--- config.mk ---
export PLATFORM = sky130hd
export DESIGN_NAME = rxf_linestat
export DESIGN_NICKNAME = d
export VERILOG_FILES = /design/src/rtl/rxf_pkg.sv /design/src/rtl/rxf_store.sv /design/src/rtl/rxf_errcnt.sv /design/src/rtl/rxf_status.sv /design/src/rtl/rxf_linestat.sv
export SDC_FILE = /design/constraint.sdc
export NUM_CORES = 1
export LEC_CHECK = 0
export BUFFER_PORTS_ARGS = -buffer_cell sky130_fd_sc_hd__buf_2
export CORE_MARGIN = 1.5
export CORE_UTILIZATION = 35
export CTS_BUF_LIST = sky130_fd_sc_hd__clkbuf_8
export DETAILED_ROUTE_END_ITERATION = 8
export PLACE_DENSITY = 0.6
export SLEW_MARGIN = 15
export SYNTH_ARGS = -nofsm -noshare
export SYNTH_HDL_FRONTEND = slang
export SYNTH_SLANG_ARGS = --single-unit
--- constraint.sdc ---
create_clock -name clk -period 9.6 [get_ports clk]
set_input_delay 0.96 -clock clk [delete_from_list [all_inputs] [get_ports clk]]
set_output_delay 0.96 -clock clk [all_outputs]
set_load 0.005 [all_outputs]
--- src/rtl/rxf_pkg.sv ---
package rxf_pkg;
  // error tags in status-word bit order (bit 4 .. bit 2)
  typedef struct packed {
    logic brk;
    logic ferr;
    logic perr;
  } rx_err_t;
endpackage

--- src/rtl/rxf_store.sv ---
module rxf_store #(
  parameter int DEPTH = 16,
  parameter int EW    = 11,
  localparam int AW = (DEPTH > 1) ? $clog2(DEPTH) : 1,
  localparam int CW = $clog2(DEPTH + 1)
) (
  input  logic          clk,
  input  logic          rst,
  input  logic          wr_en,
  input  logic [EW-1:0] wr_entry,
  input  logic          rd_en,
  output logic [EW-1:0] head_o,
  output logic [2:0]    next_err_o,
  output logic [CW-1:0] count_o
);
  logic [EW-1:0] mem [DEPTH];
  logic [AW-1:0] wr_ptr, rd_ptr;
  logic [EW-1:0] next_entry;

  function automatic logic [AW-1:0] ptr_inc(input logic [AW-1:0] p);
    return (p == AW'(DEPTH - 1)) ? '0 : p + 1'b1;
  endfunction

  // storage array without reset so it maps onto RAM
  always_ff @(posedge clk) begin
    if (wr_en) mem[wr_ptr] <= wr_entry;
  end

  always_ff @(posedge clk) begin
    if (rst) begin
      wr_ptr  <= '0;
      rd_ptr  <= '0;
      count_o <= '0;
    end else begin
      if (wr_en) wr_ptr <= ptr_inc(wr_ptr);
      if (rd_en) rd_ptr <= ptr_inc(rd_ptr);
      count_o <= count_o + CW'(wr_en) - CW'(rd_en);
    end
  end

  assign head_o     = mem[rd_ptr];
  assign next_entry = mem[ptr_inc(rd_ptr)];
  assign next_err_o = next_entry[EW-1:EW-3];
endmodule

--- src/rtl/rxf_errcnt.sv ---
module rxf_errcnt #(
  parameter int DEPTH = 16,
  localparam int CW = $clog2(DEPTH + 1)
) (
  input  logic          clk,
  input  logic          rst,
  input  logic          inc_i,
  input  logic          dec_i,
  output logic          left_o,
  output logic [CW-1:0] cnt_o
);
  logic [CW-1:0] cnt_next;

  assign cnt_next = cnt_o + CW'(inc_i) - CW'(dec_i);
  assign left_o   = (cnt_next != '0);

  always_ff @(posedge clk) begin
    if (rst) cnt_o <= '0;
    else     cnt_o <= cnt_next;
  end
endmodule

--- src/rtl/rxf_status.sv ---
module rxf_status
  import rxf_pkg::*;
(
  input  logic       clk,
  input  logic       rst,
  input  logic       rd_i,
  input  logic       ready_i,
  input  logic       ovr_i,
  input  logic       head_chg_i,
  input  rx_err_t    head_err_i,
  input  logic       err_push_i,
  input  logic       err_left_i,
  input  logic       thr_i,
  input  logic       tsr_i,
  output logic [7:0] lsr_o
);
  always_ff @(posedge clk) begin
    if (rst) begin
      lsr_o <= 8'h60;
    end else begin
      lsr_o[0] <= ready_i;
      lsr_o[1] <= ovr_i | (lsr_o[1] & ~rd_i);
      if (head_chg_i)  lsr_o[4:2] <= head_err_i;
      else if (rd_i)   lsr_o[4:2] <= '0;
      lsr_o[5] <= thr_i;
      lsr_o[6] <= thr_i & tsr_i;
      lsr_o[7] <= err_push_i | (lsr_o[7] & (~rd_i | err_left_i));
    end
  end
endmodule

--- src/rtl/rxf_linestat.sv ---
module rxf_linestat
  import rxf_pkg::*;
#(
  parameter int DEPTH = 16,
  parameter int DW    = 8,
  localparam int EW = DW + 3,
  localparam int CW = $clog2(DEPTH + 1)
) (
  input  logic          clk,
  input  logic          rst,
  input  logic          rx_push_i,
  input  logic [DW-1:0] rx_data_i,
  input  logic          rx_perr_i,
  input  logic          rx_ferr_i,
  input  logic          rx_brk_i,
  input  logic          rx_pop_i,
  output logic [DW-1:0] rx_data_o,
  input  logic          lsr_rd_i,
  input  logic          thr_empty_i,
  input  logic          tsr_empty_i,
  output logic [7:0]    lsr_o
);
  logic [CW-1:0] count;
  logic [CW-1:0] err_cnt;
  logic [EW-1:0] head;
  logic [2:0]    next_err;
  logic          full, empty, do_push, do_pop, ovr_evt, head_chg, err_left;
  rx_err_t       in_err, head_err, new_head_err;

  assign in_err   = '{brk: rx_brk_i, ferr: rx_ferr_i, perr: rx_perr_i};
  assign head_err = rx_err_t'(head[EW-1:DW]);
  assign full     = (count == CW'(DEPTH));
  assign empty    = (count == '0);
  assign do_pop   = rx_pop_i & ~empty;
  assign do_push  = rx_push_i & (~full | do_pop);
  assign ovr_evt  = rx_push_i & full & ~do_pop;
  assign head_chg = do_pop | (empty & do_push);

  // tags of whichever character sits at the head after this cycle
  always_comb begin
    if (do_pop) begin
      if (count > CW'(1))  new_head_err = rx_err_t'(next_err);
      else if (do_push)    new_head_err = in_err;
      else                 new_head_err = '0;
    end else begin
      new_head_err = in_err;
    end
  end

  rxf_store #(.DEPTH(DEPTH), .EW(EW)) store_i (
    .clk       (clk),
    .rst       (rst),
    .wr_en     (do_push),
    .wr_entry  ({in_err, rx_data_i}),
    .rd_en     (do_pop),
    .head_o    (head),
    .next_err_o(next_err),
    .count_o   (count)
  );

  rxf_errcnt #(.DEPTH(DEPTH)) errcnt_i (
    .clk   (clk),
    .rst   (rst),
    .inc_i (do_push & (|in_err)),
    .dec_i (do_pop & (|head_err)),
    .left_o(err_left),
    .cnt_o (err_cnt)
  );

  rxf_status status_i (
    .clk       (clk),
    .rst       (rst),
    .rd_i      (lsr_rd_i),
    .ready_i   (count + CW'(do_push) - CW'(do_pop) != '0),
    .ovr_i     (ovr_evt),
    .head_chg_i(head_chg),
    .head_err_i(new_head_err),
    .err_push_i(do_push & (|in_err)),
    .err_left_i(err_left),
    .thr_i     (thr_empty_i),
    .tsr_i     (tsr_empty_i),
    .lsr_o     (lsr_o)
  );

  assign rx_data_o = head[DW-1:0];
endmodule

==> flow_summary_export.csv <==
group,metric,value,unit
clock_network,ctsHtreeMaxLevel,2,
routing,top_layer,"met4",
place,hpwl,11580,microns
hold_path,hold_start,"status_i.lsr_o[1]",
yosys,avgSynthCellArea,17.18,sq um
routing,dr.first_iter.drc_count,341,
flow_run,max_cap_violations,0,
routing,drtAntennaViolNets,0,
critical_path,cp_max_fo,24,
clock_network,clk_pin_slew,0.06,ns
clock_network,clkSinkCount,206,
hold_path,min_path_type,"flip-flop to flip-flop",
power_and_ir_drop,cellPowerDensity,234.1,nW/um^2
critical_path,cp_cell_sequence,"buf_4 > or4b_2 > nand3_1 > o311ai_0 > a32oi_1 > nor2_1 > ha_1 > inv_1 > ha_1 > fa_1 > a21o_1 > a21oi_1 > xnor2_1 > o31ai_1 > a21oi_1",
yosys,ys_seq_elements,206,
clock_network,cts-root-buf,"clkbuf_8",
die,ios,34,
critical_path,worstSetupStartpointType,"flip-flop",
place,dpl.cell_count,855,
yosys,yosysSeqAreaShare,68.12,%
die,start_util,35.63,%
layout,nets,607,
die,die-area,25640,sq um
clock_network,ctsHoldBuffers,0,
global_route,grt_pass1_vias,5162,
routing,drc_errors,0,
routing,avgRoutedWirePerCell,20.28,microns
routing,routed_wl,18490,microns
place,portBuffers,33,
routing,wirelength_met1,7473,microns
critical_path,slowest_stage,"or4b_2",
routing,wl_met2,9509,microns
routing,num_vias,4668,
routing,avgViaCountPerCell,5.118,
clock_network,clk_latency,0.53,ns
yosys,syn_inst,503,
clock_network,post_cts_buffers,0,
clock_network,cts_tree,"done",
yosys,synth_warnings,0,
clock_network,cts_resized,0,
critical_path,crit_arrival,4.07,ns
global_route,grt_usage,14.84,%
timing,final.min_clock_period,3.708,ns
layout,antenna_cells,0,
layout,stdcell_count,912,
yosys,yosysMostFrequentCell,"edfxtp_1",
yosys,syn_nets,542,
timing,fin_crit_sh,38.63,%
timing,fmax,0.2697,GHz
power_and_ir_drop,report.power.total,2.308,mW
critical_path,required,9.97,ns
critical_path,cp-end-kind,"flip-flop",
yosys,ys.flop_type,"edfxtp_1",
global_route,antenna_found_initial,0,
timing,slew_viol_final,0,
critical_path,crit_type,"flip-flop to flip-flop",
global_route,gr-total-overflow,0,
global_route,grt_pass1_wl,29070,microns
die,row_count,57,
die,fp.dieH,160.1,microns
global_route,grt_max_degree,41,
timing,skew,0.02268,ns
yosys,yosysTopAreaCellShare,61.17,%
power_and_ir_drop,ir_drop,0.07391,mV
timing,worst_slew_pin_slew,1.094,ns
die,core,24250,sq um
yosys,synthArstFlopShare,0,%
routing,firstDrtPassIters,4,
yosys,synth_commonest_cells,"edfxtp_1 (176), mux4_2 (46), nor2_1 (32)",
timing,finalSetupViolCount,0,
yosys,synth_area_leaders,"edfxtp_1 (61%), mux4_2 (12%), dfxtp_1 (7.0%), ha_1 (2.8%), mux2i_1 (1.5%)",
routing,met3_length,1134,microns
timing,fin_setup_tns,0,ns
clock_network,cts_made_buffers,35,
yosys,synth_largest_area_cell,"edfxtp_1",
die,dieWidth,160.1,microns
timing,rsz0062_at_grt,"no",
place,globalplace.congestion,0.7646,
yosys,synth_edf_count,176,
clock_network,cts_max_path_buffers,3,
yosys,netlist_area,8640,sq um
run_status,status,"completed",
layout,drive_above_1_share,25.85,%
timing,hold_viol_final,0,
yosys,synth_cell_types,59,
power_and_ir_drop,leakagePower,3.278,nW
layout,areaGrowthSynthToFinish,14.12,%
critical_path,cpPeakStageDelay,0.62,ns
timing,relSlewSlack,26.70,%
## cells in the final DEF, fill, tap and decap left out, types with 5 or more instances in the layout
| master | netlist | layout |
|---|---|---|
| a211oi_1 | 5 | 5 |
| a21oi_1 | 12 | 12 |
| buf_2 | 6 | 33 |
| buf_4 | 0 | 16 |
| clkbuf_8 | 0 | 35 |
| clkinv_1 | 0 | 8 |
| dfxtp_1 | 30 | 29 |
| edfxtp_1 | 176 | 176 |
| ha_1 | 19 | 19 |
| inv_1 | 24 | 33 |
| mux2i_1 | 13 | 13 |
| mux4_2 | 46 | 46 |
| nand2_1 | 11 | 11 |
| nand2b_1 | 6 | 6 |
| nor2_1 | 32 | 32 |
| nor2b_1 | 8 | 8 |
| nor3_1 | 13 | 9 |
| nor4_1 | 6 | 6 |
| o2111ai_1 | 5 | 5 |
| o221ai_1 | 5 | 5 |
| xnor2_1 | 7 | 7 |
## registers in the layout, indices dropped and copies added (netlist names), named ones only
register and count:
store_i.rd_ptr 4, status_i.lsr_o 8, store_i.wr_ptr 4, store_i.count_o 5
store_i.mem 176, errcnt_i.cnt_o 5
## report_power, final
group          internal, mW  switching [mW]  total (mW)
logic                 0.269           0.295       0.564
clock network         0.342           0.340       0.682
registers              1.02          0.0438        1.06
total                  1.63           0.679        2.31
## final timing paths
kind                       end  slack (ns)  depth (start not counted)
max          status_i.lsr_o[7]        5.89                         15
max reg2reg  status_i.lsr_o[7]        5.89                         15
min reg2reg  status_i.lsr_o[1]        0.47                          2
min          status_i.lsr_o[1]        0.47                          2
## kinds of logic after synthesis
family / after synthesis / share of synthesized area [%]
flops: 206 / 68.12
xor+xnor: 11 / 1.115
mux: 59 / 13.50
buf+inv: 46 / 2.201
fa+ha+maj: 21 / 3.215
compound gates: 66 / 6.083
simple gates: 94 / 5.764
## metal layers
metal | up-vias | track usage, %
li1 | 2136 | -
met3 | 32 | 3.039
met4 | 0 | 4.758
met2 | 125 | 26.44
met1 | 2375 | 17.98
met5 | - | 0
## final cells by class
class | instances | area [sq um]
Sequential cell | 206 | 5887
Timing Repair Buffer | 49 | 285.3
Fill cell | 2208 | 14390
Multi-Input combinational cell | 251 | 2596
Inverter | 25 | 96.34
Tap cell | 324 | 405.4
Clock inverter | 22 | 107.6
Clock buffer | 35 | 481.7
## metrics by stage
| step | hold WS, ns | worst slack [ns] | util (%) | instance area [sq um] |
|---|---|---|---|---|
| global route | 0.4912 | 5.626 | 40.66 | 9859 |
| CTS | 0.4745 | 5.683 | 40.61 | 9847 |
| floorplan | 0.4646 | 6.183 | - | 8640 |
| detailed placement | 0.4635 | 5.349 | 38.18 | 9258 |
| finish | 0.4733 | 5.892 | 40.66 | 9859 |
| global placement | 0.4620 | 5.536 | 38.18 | 9258 |
## worst max-delay path: cells and delay by family, from the launching register on
family,cells,cell delay (ns)
AO/OA/AOI/OAI,6,1.07
XOR/XNOR,1,0.11
adder cells (fa/ha/maj),3,0.91
buffers and inverters,2,0.36
flip-flops,1,0.31
AND/OR/NAND/NOR,3,0.79
No activity file was read; power rests on OpenSTA's default activity.
